### src/rtl/sad_pkg.sv
// Shared sizing for the row-parallel SAD engine.
// Assumes unsigned pixels; widths are derived so no sum can wrap.
package sad_pkg;

    localparam int DEF_LANES = 16;
    localparam int DEF_PIX_W = 8;
    localparam int DEF_ROWS  = 16;

    // Bits needed to hold the value n (n >= 1).
    function automatic int bits_for(input int n);
        return (n < 2) ? 1 : $clog2(n + 1);
    endfunction

    // Width of one row's reduced sum.
    function automatic int row_sum_width(input int lanes, input int pix_w);
        return bits_for(lanes * ((1 << pix_w) - 1));
    endfunction

    // Width of the block accumulator.
    function automatic int acc_width(input int rows, input int lanes, input int pix_w);
        return bits_for(rows * lanes * ((1 << pix_w) - 1));
    endfunction

endpackage

### src/rtl/sad_lane_absdiff.sv
// One pixel lane: magnitude of the difference of two unsigned pixels.
// Purely combinational; the result fits the pixel width.
module sad_lane_absdiff #(
    parameter int PIX_W = 8
) (
    input  logic [PIX_W-1:0] pix_a,
    input  logic [PIX_W-1:0] pix_b,
    output logic [PIX_W-1:0] mag
);

    // Subtract the smaller operand from the larger one.
    always_comb begin
        if (pix_a >= pix_b) begin
            mag = pix_a - pix_b;
        end else begin
            mag = pix_b - pix_a;
        end
    end

endmodule

### src/rtl/sad_adder_tree.sv
// Reduces LANES lane magnitudes to one sum with a pairwise tree.
// Lane count is padded to a power of two with zero leaves.
module sad_adder_tree #(
    parameter int LANES = 16,
    parameter int PIX_W = 8,
    parameter int SUM_W = 12
) (
    input  logic [LANES*PIX_W-1:0] mags,
    output logic [SUM_W-1:0]       sum
);

    localparam int LVLS = (LANES < 2) ? 1 : $clog2(LANES);
    localparam int NPAD = 1 << LVLS;

    logic [SUM_W-1:0] node [NPAD];

    // Load the leaves, then fold by doubling strides; node[0] ends as the total.
    always_comb begin
        for (int i = 0; i < NPAD; i++) begin
            if (i < LANES) begin
                node[i] = SUM_W'(mags[i*PIX_W +: PIX_W]);
            end else begin
                node[i] = '0;
            end
        end
        for (int s = 1; s < NPAD; s = s * 2) begin
            for (int j = 0; j + s < NPAD; j = j + 2 * s) begin
                node[j] = node[j] + node[j+s];
            end
        end
        sum = node[0];
    end

endmodule

### src/rtl/sad_row_ctrl.sv
// Row sequencer: counts accepted rows, owns ready and the done pulse.
// A start always wins over a row offered in the same cycle.
module sad_row_ctrl #(
    parameter int ROWS = 16
) (
    input  logic clk,
    input  logic rst_n,
    input  logic start,
    input  logic row_valid,
    output logic row_ready,
    output logic accept,
    output logic done
);

    localparam int CNT_W = (ROWS < 2) ? 1 : $clog2(ROWS);
    localparam logic [CNT_W-1:0] LAST = CNT_W'(ROWS - 1);

    logic             busy;
    logic [CNT_W-1:0] count;

    assign row_ready = busy;
    assign accept    = busy && row_valid && !start;

    // Track busy state, row index and the one-cycle done pulse.
    always_ff @(posedge clk) begin
        if (!rst_n) begin
            busy  <= 1'b0;
            count <= '0;
            done  <= 1'b0;
        end else begin
            done <= 1'b0;
            if (start) begin
                busy  <= 1'b1;
                count <= '0;
            end else if (accept) begin
                if (count == LAST) begin
                    busy  <= 1'b0;
                    count <= '0;
                    done  <= 1'b1;
                end else begin
                    count <= count + 1'b1;
                end
            end
        end
    end

    // done lasts a single cycle
    p_done_pulse_r5: assert property (@(posedge clk) disable iff (!rst_n)
        done |=> !done);

    // completion leaves the engine not ready
    p_done_idle_r5: assert property (@(posedge clk) disable iff (!rst_n)
        done |-> !row_ready);

endmodule

### src/rtl/sad_accum.sv
// Block accumulator: cleared by start, adds one row sum per accepted row.
// Width is chosen by the parent so the worst case cannot wrap.
module sad_accum #(
    parameter int SUM_W = 12,
    parameter int ACC_W = 16
) (
    input  logic             clk,
    input  logic             rst_n,
    input  logic             clear,
    input  logic             accept,
    input  logic [SUM_W-1:0] row_sum,
    output logic [ACC_W-1:0] acc
);

    // Clear on start, otherwise add the row sum on each accepted row.
    always_ff @(posedge clk) begin
        if (!rst_n) begin
            acc <= '0;
        end else if (clear) begin
            acc <= '0;
        end else if (accept) begin
            acc <= acc + ACC_W'(row_sum);
        end
    end

    // an accepted row never makes the total smaller (no wrap)
    p_no_overflow_r7: assert property (@(posedge clk) disable iff (!rst_n)
        (accept && !clear) |=> (acc >= $past(acc)));

endmodule

### src/rtl/sad_row_engine.sv
// Row-parallel SAD engine: 16 lanes of subtract-magnitude feed an adder
// tree whose sum is added to the block total in the accepting cycle.
// Assumes start_i is synchronous and row data is defined when valid.
module sad_row_engine
    import sad_pkg::*;
#(
    parameter int LANES = DEF_LANES,
    parameter int PIX_W = DEF_PIX_W,
    parameter int ROWS  = DEF_ROWS
) (
    input  logic                                    clk,
    input  logic                                    rst_n,
    input  logic                                    start_i,
    input  logic                                    row_valid_i,
    output logic                                    row_ready_o,
    input  logic [LANES*PIX_W-1:0]                  row_a_i,
    input  logic [LANES*PIX_W-1:0]                  row_b_i,
    output logic [acc_width(ROWS,LANES,PIX_W)-1:0]  sad_o,
    output logic                                    done_o
);

    localparam int SUM_W = row_sum_width(LANES, PIX_W);
    localparam int ACC_W = acc_width(ROWS, LANES, PIX_W);

    logic [LANES*PIX_W-1:0] mags;
    logic [SUM_W-1:0]       row_sum;
    logic                   accept;

    for (genvar g = 0; g < LANES; g++) begin : g_lane
        sad_lane_absdiff #(.PIX_W(PIX_W)) u_lane (
            .pix_a (row_a_i[g*PIX_W +: PIX_W]),
            .pix_b (row_b_i[g*PIX_W +: PIX_W]),
            .mag   (mags[g*PIX_W +: PIX_W])
        );
    end

    sad_adder_tree #(.LANES(LANES), .PIX_W(PIX_W), .SUM_W(SUM_W)) u_tree (
        .mags (mags),
        .sum  (row_sum)
    );

    sad_row_ctrl #(.ROWS(ROWS)) u_ctrl (
        .clk       (clk),
        .rst_n     (rst_n),
        .start     (start_i),
        .row_valid (row_valid_i),
        .row_ready (row_ready_o),
        .accept    (accept),
        .done      (done_o)
    );

    sad_accum #(.SUM_W(SUM_W), .ACC_W(ACC_W)) u_acc (
        .clk     (clk),
        .rst_n   (rst_n),
        .clear   (start_i),
        .accept  (accept),
        .row_sum (row_sum),
        .acc     (sad_o)
    );

    // a start leaves a zero total and an open handshake
    p_start_clears_r2: assert property (@(posedge clk) disable iff (!rst_n)
        start_i |=> (sad_o == '0) && row_ready_o);

    // while idle and not restarted, the total holds
    p_idle_hold_r6: assert property (@(posedge clk) disable iff (!rst_n)
        (!row_ready_o && !start_i) |=> $stable(sad_o));

    // without valid the total holds
    p_no_valid_hold_r3: assert property (@(posedge clk) disable iff (!rst_n)
        (!row_valid_i && !start_i) |=> $stable(sad_o));

endmodule

### config.mk
export PLATFORM = sky130hd
export DESIGN_NAME = sad_row_engine
export DESIGN_NICKNAME = d
export VERILOG_FILES = /design/src/rtl/sad_pkg.sv /design/src/rtl/sad_lane_absdiff.sv /design/src/rtl/sad_adder_tree.sv /design/src/rtl/sad_row_ctrl.sv /design/src/rtl/sad_accum.sv /design/src/rtl/sad_row_engine.sv
export SDC_FILE = /design/constraint.sdc
export NUM_CORES = 1
export LEC_CHECK = 0
export CAP_MARGIN = 20
export CORE_AREA = 2 2 140 197
export DETAILED_ROUTE_END_ITERATION = 8
export DIE_AREA = 0 0 142 199
export DONT_BUFFER_PORTS = 1
export GPL_ROUTABILITY_DRIVEN = 0
export PLACE_DENSITY_LB_ADDON = 0.25
export RECOVER_POWER = 50
export SYNTH_ARGS = -nofsm -noshare
export SYNTH_HDL_FRONTEND = slang
export SYNTH_SLANG_ARGS = --single-unit
export TNS_END_PERCENT = 5
### constraint.sdc
create_clock -name clk -period 23.3 [get_ports clk]
set_input_delay 3.495 -clock clk [delete_from_list [all_inputs] [get_ports clk]]
set_output_delay 3.495 -clock clk [all_outputs]
set_load 0.005 [all_outputs]
==> reports/metrics.cfg, run 1 <==
[routing]
vias_per_cell=5.72
drtPass1Iterations=5
totalWireLength_microns=35900
drtAntennaViolNets=0
num_vias=13100
drc=0
avgRoutedWirePerCell_microns=15.7
drt_iter0_markers=310

[timing]
min_period_ns=11.75
rsz0062_at_grt=no
fin_crit_sh_pct=50.4
setup_viol=0
slew_headroom_pct=31.6
hold_violations=0
tightest_slew_ns=1.02
finClkSkew_ns=0.00296
tns_ns=0
slew_violations=0
clock.fmax_mhz=85.1

[floorplan]
io-pin-count=278
die_w_microns=142
die-area_sq_mm=0.0283
design.core.area_sq_mm=0.0266
rows=71
initial_utilization_pct=59.2
dieHeight_microns=199

[cts]
cts_made_buffers=3
htreeDepth=1
cts_sinks=22
cts_buffer_depth=2
clk_latency_ns=0.25
clkTransAtPathRegs_ns=0.06
cts_tree=done
ctsHoldBuffers=0
post_cts_buffers=0
ctsResizeCount=0
cts_root_buf=clkbuf_16

[worst_setup_path]
end_kind=flop
rr_worst_depth=9
required_ns=23.42
critPathLaunchType=input port
worst_ep_arrival_time_ns=11.86
crit_path_frequent_cell=fa_1
cp_slowest_cell=nor2_1
r2r_start=u_acc.acc[0]$_SDFFE_PP0P_
cp_max_fo=11
crit_type=in2reg
critical_path.max_stage_delay_ns=0.80
startpoint=row_a_i[0]

[cells_and_area]
nets=2650
final_cell_mix=inv_1 (456), ha_1 (330), a21oi_1 (160)
drive_above_1_share_pct=5.14
diodes=0
final_common_cell=inv_1
area_growth_pct=1.91

[yosys]
seq_area_frac_synth_pct=2.80
synth_seq_cells=22
synth_edf_count=0
synthFlopType=dfxtp_1
avgSynthCellArea_sq_um=7.88
synthCells=1995
ys_async_sr_fraction_pct=0
synth_area_sq_mm=0.0157
synth_cell_types=70
ys_warn_count=0
synth_fp_nets=2679

[grt]
grt_pass1_wl_microns=58300
globalRouteTotalUtil_pct=24.7
grt_max_degree=19
antenna_found_initial=0
grt_overflow=0
grt_pass1_vias=13100

[placed_design]
hpwl_microns=32600
portBuffers=0

[hold_path]
hp-class=reg2reg
hold_path_depth=2
hold_start=u_ctrl.count[3]$_SDFFE_PP0P_

[flow_run]
maxCapViolations=0

[run_status]
status=complete, no violations

[per-layer routing]
layer	up-vias	share of wire, %	wire length (microns)	global-route usage, %
met5	-	0	0	0
met4	0	2.7	980	6.52
met3	58	4.5	1620	2.82
li1	6614	-	-	-
met1	6126	38	13800	26.2
met2	307	54	19500	50.2
[cells by family after synthesis]
group                      Yosys count  share of synthesized area [%]
DFF                                 22                           2.80
muxes                              143                           9.82
and+or+nand+nor                    294                           9.10
buffers and inverters              491                           12.2
AOI/OAI and AO/OA                  476                           19.7
adders and majority gates          424                           38.3
xor gates and xnor gates           145                           8.08
[cells in the mapped netlist (17+ instances only)]
cell type,instances,share of area (%)
xnor2_1,94,5.2
mux2i_1,72,4.6
nand3_1,60,1.9
xor2_1,51,2.8
o211ai_1,17,0.81
o21bai_1,25,1.2
fa_1,94,12
nand4_1,24,0.96
dfxtp_1,22,2.8
mux2_2,60,4.3
o21ai_0,97,3.1
a21oi_1,160,5.1
nor2b_1,26,1.0
buf_2,18,0.57
inv_1,456,11
a31oi_1,29,1.2
nand2_1,108,2.6
a21o_1,60,2.9
nor2_1,38,0.91
ha_1,330,26
[area by class of cell]
type | instances | area (sq um)
Timing Repair Buffer | 1 | 7.51
Sequential cell | 22 | 440
Inverter | 456 | 1710
Tap cell | 328 | 410
Clock buffer | 4 | 88.8
Multi-Input combinational cell | 1482 | 13400
Fill cell | 2432 | 10600
[critical path: cells and delay by family]
family | cells | cell delay [ns]
compound gates | 10 | 2.10
simple gates | 7 | 1.44
xor+xnor | 2 | 0.34
fa+ha+maj | 9 | 3.74
buf+inv | 5 | 0.28
mux | 1 | 0.46
[through the flow]
step           std cells  hold WS, ns  utilization (%)  area, sq um  setup WS, ns
6_report            2293        0.500             60.3        16000         11.55
3_5_place_dp        2289        0.485             59.9        15900         11.36
2_1_floorplan       1995        0.454                -        15700         12.33
3_3_place_gp        2289        0.471             59.9        15900         11.61
5_1_grt             2293        0.518             60.3        16000         10.85
4_1_cts             2293        0.496             60.3        16000         11.62
[flip-flops by register name, summed over array words and instances, names as in the netlist]
register          flops
u_ctrl.row_ready      1
u_acc.acc            16
u_ctrl.count          4
u_ctrl.done           1
[path summary, 6_finish.rpt]
path                                                endpoint  slack, ns
worst min register to register  u_ctrl.count[3]$_SDFFE_PP0P_       0.50
worst max register to register    u_acc.acc[14]$_SDFFE_PP0P_      20.90
worst max-delay path              u_acc.acc[15]$_SDFFE_PP0P_      11.55
worst min-delay path            u_ctrl.count[3]$_SDFFE_PP0P_       0.50
Power of run 1 is not shown: default switching activity piles up to over one toggle a cycle in this logic, so the estimate is an artifact.
==> run 2, diff against run 1 <==
==> constraint.sdc (replaced) <==
create_clock -name clk -period 10.79 [get_ports clk]
set_input_delay 1.6185 -clock clk [delete_from_list [all_inputs] [get_ports clk]]
set_output_delay 1.6185 -clock clk [all_outputs]
set_load 0.005 [all_outputs]
==> reports/metrics.cfg, run 2 (synthesis results as in run 1) <==
[cts]
cts_buffer_depth=2
clkTransAtPathRegs_ns=0.06
cts_root_buf=clkbuf_16
ctsResizeCount=0
cts_made_buffers=3
post_cts_buffers=0
clk_latency_ns=0.26
cts_sinks=22
htreeDepth=1
ctsHoldBuffers=0
cts_tree=done

[cells_and_area]
fill_cells=2473
final_common_cell=inv_1
final_cell_mix=inv_1 (456), ha_1 (330), a21oi_1 (160)
diodes=0
reg_top3=u_acc.acc (16), u_ctrl.count (4)
area_growth_pct=2.49
top_register=u_acc.acc
nets=2660
drive_above_1_share_pct=5.62
largest_reg_flops=16

[floorplan]
dieHeight_microns=199
design.core.area_sq_mm=0.0266
initial_utilization_pct=59.2
io-pin-count=278
die-area_sq_mm=0.0283
rows=71
die_w_microns=142

[grt]
globalRouteTotalUtil_pct=25.5
grt_pass1_wl_microns=60200
grt_overflow=0
grt_max_degree=19
grt_pass1_vias=13700
antenna_found_initial=0

[routing]
drc=0
drtAntennaViolNets=0
num_vias=13300
totalWireLength_microns=36500
avgRoutedWirePerCell_microns=15.9
top_layer_used=met4
wl_met2_microns=20000
met3_length_microns=1900
drtPass1Iterations=5
drt_iter0_markers=359
wl_met1_microns=13500
vias_per_cell=5.77

[worst_setup_path]
required_ns=10.92
crit_type=in2reg
worst_ep_arrival_time_ns=9.88
crit_path_frequent_cell=fa_1
cp_max_fo=12
critical_path.max_stage_delay_ns=0.55
critPathLaunchType=input port
end_kind=flop
cp_slowest_cell=fa_1

[run_status]
status=complete, no violations

[timing]
clock.fmax_mhz=103
min_period_ns=9.75
rsz0062_at_grt=no
setup_viol=0
hold_violations=0
tightest_slew_ns=0.866
fin_crit_sh_pct=90.4
slew_headroom_pct=42.3
finClkSkew_ns=0.00394
slew_violations=0
tns_ns=0

[flow_run]
maxCapViolations=0

[placed_design]
hpwl_microns=33200
portBuffers=0

[hold_path]
hp-class=reg2reg

## run 2: final timing paths
kind / startpoint / to / slack (ns) / cells past startpoint
hold / removal: u_ctrl.count[3]$_SDFFE_PP0P_ / u_ctrl.count[3]$_SDFFE_PP0P_ / 0.49 / 2
setup reg to reg: u_acc.acc[0]$_SDFFE_PP0P_ / u_acc.acc[14]$_SDFFE_PP0P_ / 8.35 / 9
setup / recovery: row_a_i[75] / u_acc.acc[15]$_SDFFE_PP0P_ / 1.04 / 33
hold reg to reg: u_ctrl.count[3]$_SDFFE_PP0P_ / u_ctrl.count[3]$_SDFFE_PP0P_ / 0.49 / 2
## run 2: routing by layer
metal | track usage (%) | vias to the layer above
met5 | 0 | -
met4 | 7.37 | 0
met3 | 3.23 | 80
met2 | 51.9 | 350
met1 | 26.6 | 6214
li1 | - | 6637
## run 2: final cells by class
| cell class | instances | area, sq um | area share [%] |
|---|---|---|---|
| multi-input cells | 1482 | 13400 | 82.9 |
| inverters | 456 | 1710 | 10.6 |
| flip-flops and latches | 22 | 440 | 2.74 |
| well taps | 328 | 410 | 2.55 |
| repair buffers | 11 | 82.6 | 0.513 |
| clock buffers | 3 | 75.1 | 0.466 |
| clock inverters | 1 | 30.0 | 0.186 |
## run 2: critical path, delay by kind of cell
kind                     cells  cell delay (ns)
adder cells (fa/ha/maj)      8             3.62
AO/OA/AOI/OAI               12             2.59
XOR/XNOR                     3             0.72
AND/OR/NAND/NOR              5             0.71
multiplexers                 1             0.39
buffers and inverters        4             0.21
## run 2: per-stage QoR
step / area [sq um] / setup slack [ns] / util [%] / hold slack (ns) / instances
6_report: 16100 / 1.04 / 60.6 / 0.493 / 2303
5_1_grt: 16100 / 0.504 / 60.6 / 0.513 / 2303
4_1_cts: 16100 / 1.16 / 60.6 / 0.491 / 2303
3_5_place_dp: 16000 / 0.933 / 60.2 / 0.482 / 2299
3_3_place_gp: 16000 / 1.11 / 60.2 / 0.471 / 2299
2_1_floorplan: 15700 / 1.70 / - / 0.454 / 1995
Power of run 2 is left out for the same reason.
